$ cat config.mk
export PLATFORM = sky130hd
export DESIGN_NAME = rx_wm_fifo
export DESIGN_NICKNAME = d
export VERILOG_FILES = /design/src/rtl/rx_wm_fifo.sv
export SDC_FILE = /design/constraint.sdc
export NUM_CORES = 1
export LEC_CHECK = 0
export ABC_CLOCK_PERIOD_IN_PS = 6550
export CAP_MARGIN = 15
export CELL_PAD_IN_SITES_DETAIL_PLACEMENT = 0
export CELL_PAD_IN_SITES_GLOBAL_PLACEMENT = 1
export CORE_MARGIN = 2
export CORE_UTILIZATION = 30
export CTS_CLUSTER_SIZE = 30
export DETAILED_ROUTE_END_ITERATION = 7
export HOLD_SLACK_MARGIN = 0.15
export PLACE_DENSITY_LB_ADDON = 0.12
export SETUP_SLACK_MARGIN = 0.2
export SLEW_MARGIN = 20
export SYNTH_ARGS = -nofsm -noshare
export SYNTH_HDL_FRONTEND = slang
export SYNTH_SLANG_ARGS = --single-unit
$ cat constraint.sdc
create_clock -name clk -period 6.55 [get_ports clk]
set_input_delay 1.31 -clock clk [delete_from_list [all_inputs] [get_ports clk]]
set_output_delay 1.31 -clock clk [all_outputs]
set_load 0.02 [all_outputs]
$ cat src/rtl/rx_wm_fifo.sv
module rx_wm_fifo #(
  parameter int DATA_W = 32,
  parameter int DEPTH  = 16,
  localparam int AW = $clog2(DEPTH),
  localparam int CW = AW + 1,
  localparam int BW = $clog2(DATA_W / 8) + 1
) (
  input  logic              clk,
  input  logic              rst,
  input  logic              wr_en,
  input  logic [DATA_W-1:0] wr_data,
  input  logic              wr_eof,
  input  logic [BW-1:0]     wr_bytes,
  input  logic              rd_en,
  output logic [DATA_W-1:0] rd_data,
  output logic              rd_eof,
  output logic [BW-1:0]     rd_bytes,
  input  logic [CW-1:0]     thresh1,
  input  logic [CW-1:0]     thresh2,
  output logic              wm1,
  output logic              wm2,
  output logic              overflow
);
  localparam int EW = DATA_W + BW + 1;

  logic [EW-1:0] mem [DEPTH];
  logic [AW-1:0] wp, rp;
  logic [CW-1:0] count, count_nx;
  logic [CW-1:0] eofs, eofs_nx;
  logic          full, empty, wr_ok, rd_ok;

  assign full  = (count == CW'(DEPTH));
  assign empty = (count == '0);
  assign wr_ok = wr_en && !full;
  assign rd_ok = rd_en && !empty;

  assign {rd_eof, rd_bytes, rd_data} = mem[rp];

  assign count_nx = count + CW'(wr_ok) - CW'(rd_ok);
  assign eofs_nx  = eofs + CW'(wr_ok && wr_eof) - CW'(rd_ok && rd_eof);

  always_ff @(posedge clk)
    if (wr_ok) mem[wp] <= {wr_eof, wr_bytes, wr_data};

  always_ff @(posedge clk) begin
    if (rst) begin
      wp       <= '0;
      rp       <= '0;
      count    <= '0;
      eofs     <= '0;
      wm1      <= 1'b0;
      wm2      <= 1'b0;
      overflow <= 1'b0;
    end else begin
      if (wr_ok) wp <= wp + 1'b1;
      if (rd_ok) rp <= rp + 1'b1;
      count    <= count_nx;
      eofs     <= eofs_nx;
      wm1      <= count_nx > thresh1;
      wm2      <= (count_nx > thresh2) || (eofs_nx != '0);
      overflow <= wr_en && full;
    end
  end

  p_wm1_level_r2: assert property (@(posedge clk) disable iff (rst)
    $stable(thresh1) |-> (wm1 == (count > thresh1)));

  p_wm2_eof_r3: assert property (@(posedge clk) disable iff (rst)
    (eofs != '0) |-> wm2);

  p_wm2_low_r3: assert property (@(posedge clk) disable iff (rst)
    ($stable(thresh2) && !wm2) |-> (count <= thresh2 && eofs == '0));

  p_no_overflow_r7: assert property (@(posedge clk) disable iff (rst)
    count <= CW'(DEPTH));

  p_drop_pulse_r8: assert property (@(posedge clk) disable iff (rst)
    (wr_en && count == CW'(DEPTH)) |=> (overflow && count <= CW'(DEPTH)));

  p_empty_read_r9: assert property (@(posedge clk) disable iff (rst)
    (rd_en && !wr_en && count == '0) |=> (count == '0 && !wm1));

  p_eof_bound_r10: assert property (@(posedge clk) disable iff (rst)
    eofs <= count);
endmodule

==> results.cfg, run 1 <==
[logic_synthesis]
synth_area_leaders = edfxtp_1, mux4_2, mux4_1
netlist.top_cell.by_area = edfxtp_1
syn_inst = 977
syn_nets = 1055
syn_area_mm2 = 0.0233
synthArstFlopShare = 0
synth.lib_cells_used.distinct = 34
synth_top_cell_area_share = 0.741
yosys_most_used_dff = edfxtp_1
yosys_warnings = 0
synth_edf_count = 576
post_synth.cell_area_avg_um2 = 23.9
flops_latches_synth = 601
synth-seq-area-share = 0.762

[global_route]
overflow = 0
grt_pass1_wl_mm = 82.3
antenna_found_initial = 2
grt_usage = 0.141
via_count_of_the_first_global_routing_pass = 11500
grt_start_max_net_pins = 49

[final_layout]
drive_above_1_share = 0.250
num-nets-final = 1197
most_used_cells_in_the_layout_excluding_fill_and_tap_cells = edfxtp_1, mux4_2, clkdlybuf4s50_1
final_cell_count_no_fill = 2212
final_core_util = 0.358
mostFrequentLayoutCell = edfxtp_1
flow.area_growth_from_synthesis_pct = 18.4
fin_area_mm2 = 0.0276
fillers = 7111

[sta]
hold_ws_ns = 0.522
hold_violations = 0
final_number_of_max_transition_violations = 0
achievable-frequency_mhz = 197
rsz0062_at_grt = false
finalSetupViolations = 0
layout_min_cycle_time_ns = 5.07
tightest_slew_ns = 1.03
post-route-period-util = 0.773
final_clock_skew_ns = 0.0171
post_route_setup_tns_ns = 0
relSlewSlack = 0.310

[die]
placement_rows = 102
design.die.area_mm2 = 0.0801
die_y_extent_um = 283
core_area_mm2 = 0.0772
initial_utilization = 0.302
io_pins = 89
die_x_um = 283

[detailed_routing]
vias = 10400
wl_met2_mm = 27.8
top_layer = met5
detail_route.wl_per_cell_um = 25.4
detail_route.first_pass.iterations = 6
wl_met3_mm = 2.10
met1Wirelength_mm = 25.1
detail_route.wirelength_mm = 56.1
postRouteAntennaNets = 0
drc_viols = 0
drt_iter0_markers = 724
detail_route.vias_per_cell = 4.70

[placed_design]
dp.final_hpwl_mm = 29.2
portBuffers = 88
detailed_place.area_mm2 = 0.0255
place.detailed.instances = 2088
globalplace.congestion = 0.660

[critical_path]
critical_path.endpoint_type = output port
cp_slowest_stage_delay_ns = 0.91
worst_ep_arrival_time_ns = 3.76
crit_path_max_fanout = 39
crit_path_frequent_cell = mux4_2
r2r_slack_ns = 2.38
rr_endpoint = wm2$_SDFF_PP0_
worst_path_max_delay_cell = dfxtp_4
cp-start-kind = register
cells_along_the_critical_path = buf_4 -> mux4_2 -> mux4_2 -> clkdlybuf4s50_1
crit_family = buffers and inverters
crit_buf_inv = 2
worst-endpoint-required_ns = 5.24
worst-setup-path-type = register to output port
ff_to_ff_path_depth = 13

[clock_tree]
worstSkewPairLatency_ns = 0.60
cts_max_level = 3
cts_root_buffer = clkbuf_16
postCtsResizedCells = 0
cts_hold_buf = 0
cts_buffer_depth = 3
tritoncts = yes
cts.reportedPaths.clkPinSlew_ns = 0.06
numCtsBuffers = 69
clock-sinks = 601
cts.repair_timing.setup_buffer_count = 0

[min_path]
hold_path_depth = 2
holdCritStartpoint = rp[3]$_SDFFE_PP0N_
hold_path.class = register to register

[power]
power_leakage_uw = 0.00858
powerDensity_mw_per_mm2 = 379
vdd.ir_drop.worst_mv = 0.163

[outcome]
outcome = finished clean

[run]
cap_violations = 0
==> cells in the mapped netlist, types with 5 or more instances <==
master / number
edfxtp_1: 576
mux4_2: 145
mux4_1: 35
inv_1: 31
ha_1: 26
dfxtp_1: 25
nor2_1: 21
clkbuf_1: 19
and2_1: 10
xor2_1: 10
buf_2: 9
nand2_1: 9
a21oi_1: 7
buf_12: 6
buf_1: 5
nor2b_1: 5
nor4_1: 5
==> sequential cells by signal (all words and copies together), names as in the netlist, named ones only <==
name and flops:
count 5, wp 4, mem 576, wm1 1, rp 4, wm2 1, eofs 5, overflow 1
==> worst reg2reg max path: stages, from the launching register on <==
cell	delay [ns]
dfxtp_4	0.91
mux4_1	0.74
mux4_2	0.60
and2_1	0.22
ha_1	0.26
inv_1	0.06
ha_1	0.16
inv_1	0.06
fa_1	0.43
inv_1	0.07
a21o_1	0.11
a21oi_1	0.07
xnor2_1	0.22
a31oi_1	0.12
==> routing by layer <==
layer | GRT usage | up-vias
li1 | - | 4451
met1 | 0.192 | 5703
met2 | 0.233 | 176
met3 | 0.0242 | 72
met4 | 0.0415 | 2
met5 | 0 | -
==> worst max path at each step <==
stage	start	endpoint	slack [ns]	cells after the start
detailed placement	wr_en	wm2$_SDFF_PP0_	1.37	16
global route	register	rd_data[19]	1.26	4
CTS	register	rd_data[19]	1.32	4
floorplan	wr_en	mem[3][0]$_DFFE_PP_	0.78	4
finish	register	rd_data[19]	1.48	4
global placement	wr_en	wm2$_SDFF_PP0_	1.47	16
==> through the flow <==
step	setup slack (ns)	total power [µW]
2_1_floorplan	0.775	6200
3_3_place_gp	1.47	6960
3_5_place_dp	1.37	6960
4_1_cts	1.32	10700
5_1_grt	1.26	11000
6_report	1.48	10500
==> cells by family after synthesis <==
kind of cell             Yosys count  synth area share
AND/OR/NAND/NOR                   60            0.0131
flip-flops                       601             0.762
adder cells (fa/ha/maj)           28            0.0157
buffers and inverters             76            0.0191
AO/OA/AOI/OAI                     18           0.00515
multiplexers                     180             0.179
XOR/XNOR                          14           0.00525
==> power breakdown <==
| part | internal [µW] | switching [µW] |
|---|---|---|
| registers | 4370 | 151 |
| logic | 1180 | 1100 |
| clock network | 2130 | 1540 |
==> final cells by class <==
cell class	count	area [µm²]	area share
Antenna cell	3	7.51	0.000272
Clock buffer	79	1760	0.0638
Clock inverter	42	350	0.0127
Inverter	31	116	0.00421
Multi-Input combinational cell	300	5160	0.187
Sequential cell	601	17800	0.644
Tap cell	1040	1300	0.0471
Timing Repair Buffer	116	1130	0.0408
Power figures use the tool's default switching activity.
==> inputs of run 2 (changes only) <==
--- a/config.mk
+++ b/config.mk
@@ -5,7 +5,7 @@
 export SDC_FILE = /design/constraint.sdc
 export NUM_CORES = 1
 export LEC_CHECK = 0
-export ABC_CLOCK_PERIOD_IN_PS = 6550
+export ABC_CLOCK_PERIOD_IN_PS = 4600
 export CAP_MARGIN = 15
 export CELL_PAD_IN_SITES_DETAIL_PLACEMENT = 0
 export CELL_PAD_IN_SITES_GLOBAL_PLACEMENT = 1
==> constraint.sdc (replaced) <==
create_clock -name clk -period 4.6 [get_ports clk]
set_input_delay 0.92 -clock clk [delete_from_list [all_inputs] [get_ports clk]]
set_output_delay 0.92 -clock clk [all_outputs]
set_load 0.02 [all_outputs]
==> results.cfg, run 2 (same netlist as run 1, synthesis figures left out) <==
[outcome]
outcome = finished clean

[sta]
final.setup.worst_slack_ns = 0.366
achievable-frequency_mhz = 236
rsz0062_at_grt = false
layout_min_cycle_time_ns = 4.23
post-route-period-util = 0.920
final_clock_skew_ns = 0.0220
hold_ws_ns = 0.514
finalSetupViolations = 0
tightest_slew_ns = 0.789
hold_violations = 0
relSlewSlack = 0.474
final_number_of_max_transition_violations = 0
post_route_setup_tns_ns = 0

[detailed_routing]
detail_route.first_pass.iterations = 4
detail_route.vias_per_cell = 4.67
drt_iter0_markers = 812
vias = 10500
wl_met3_mm = 2.46
detail_route.wirelength_mm = 56.2
detail_route.wl_per_cell_um = 25.0
wl_met2_mm = 28.0
top_layer = met5
postRouteAntennaNets = 0
drc_viols = 0
met1Wirelength_mm = 24.6

[final_layout]
num-nets-final = 1225
regMostFlops = mem
flow.area_growth_from_synthesis_pct = 20.4
flip_flop_count_of_the_largest_register_after_layout = 576
final_cell_count_no_fill = 2245
most_used_cells_in_the_layout_excluding_fill_and_tap_cells = edfxtp_1, mux4_2, clkdlybuf4s50_1
area_of_the_multi_input_gates_mm2 = 0.00516
mostFrequentLayoutCell = edfxtp_1
registers_with_the_most_flip_flops = mem x576, count x5, eofs x5
n_antenna_cell = 0
drive_above_1_share = 0.266
regArea_mm2 = 0.0178
fillers = 7088

[power]
power_leakage_uw = 0.00880
powerDensity_mw_per_mm2 = 539
vdd.ir_drop.worst_mv = 0.248
total_power_of_the_final_layout_uw = 15100

[global_route]
grt_usage = 0.141
grt_pass1_wl_mm = 82.0
overflow = 0
grt_start_max_net_pins = 39
via_count_of_the_first_global_routing_pass = 11300
antenna_found_initial = 3

[critical_path]
crit_path_max_fanout = 38
ff_to_ff_path_depth = 14
worst_ep_arrival_time_ns = 3.31
critical_path.endpoint_type = output port
worst-endpoint-required_ns = 3.68
cp-start-kind = register
r2r_slack_ns = 0.97
worst-setup-path-type = register to output port
rr_endpoint = wm2$_SDFF_PP0_

[die]
io_pins = 89
die_y_extent_um = 283
design.die.area_mm2 = 0.0801
core_area_mm2 = 0.0772
die_x_um = 283
placement_rows = 102
initial_utilization = 0.302

[clock_tree]
worstSkewPairLatency_ns = 0.60
numCtsBuffers = 71
cts.reportedPaths.clkPinSlew_ns = 0.06
cts_root_buffer = clkbuf_16
tritoncts = yes
clock-sinks = 601
cts_buffer_depth = 3
cts_max_level = 3
cts_hold_buf = 0

[run]
cap_violations = 0

[placed_design]
place.detailed.instances = 2106
portBuffers = 88
detailedPlace.worstSlack_ns = 0.320
dp.final_hpwl_mm = 30.3
globalplace.congestion = 0.685

[min_path]
hold_path.class = register to register
hold_path_depth = 2
holdCritStartpoint = rp[1]$_SDFFE_PP0N_
[run 2: changes by cell type in the layout (fill, tap and decap cells not counted), sizes merged]
cell	previous run	this run
clkinvlp	0	1
clkinv	32	33
buf	28	53
bufinv	5	2
diode	3	0
clkbuf	79	90
bufbuf	0	1
[run 2: layout make-up]
type,count,share of cell area
Clock buffer,90,0.0673
Clock inverter,41,0.0112
Inverter,31,0.00414
Multi-Input combinational cell,300,0.184
Sequential cell,601,0.634
Tap cell,1040,0.0463
Timing Repair Buffer,142,0.0533
[run 2: how the worst max path moves through the flow]
stage,start,endpoint,slack [ns]
CTS,register,rd_data[25],0.22
detailed placement,wr_en,wm2$_SDFF_PP0_,0.32
global route,register,rd_data[21],0.23
finish,register,rd_data[21],0.37
floorplan,wr_en,mem[3][0]$_DFFE_PP_,-0.78
global placement,wr_en,wm2$_SDFF_PP0_,0.39
[run 2: critical path, stage by stage (launching register included)]
cell and delay [ns]:
dfxtp_4 0.80, buf_4 0.39, mux4_2 0.34, mux4_2 0.54, clkdlybuf4s50_1 0.57
[run 2: repair_timing]
action,4_1_cts,5_1_grt
buffers inserted,0,7
setup endpoints to repair,13,11
gates resized for setup,2,0
cloned,1,0
[run 2: metrics by stage]
step,utilization,cell area (µm²)
detailed placement,0.334,25800
finish,0.364,28100
global placement,0.334,25800
CTS,0.363,28000
floorplan,-,23300
global route,0.364,28100
[run 2: power breakdown]
part	total [µW]	internal, µW	switching, µW
Clock	5300	3060	2240
Combinational	3490	1810	1680
Sequential	6360	6220	135
Total	15100	11100	4050
[run 2: layer usage]
| layer | track usage | vias up |
|---|---|---|
| li1 | - | 4509 |
| met1 | 0.188 | 5689 |
| met2 | 0.235 | 197 |
| met3 | 0.0301 | 89 |
| met4 | 0.0372 | 6 |
| met5 | 0 | - |
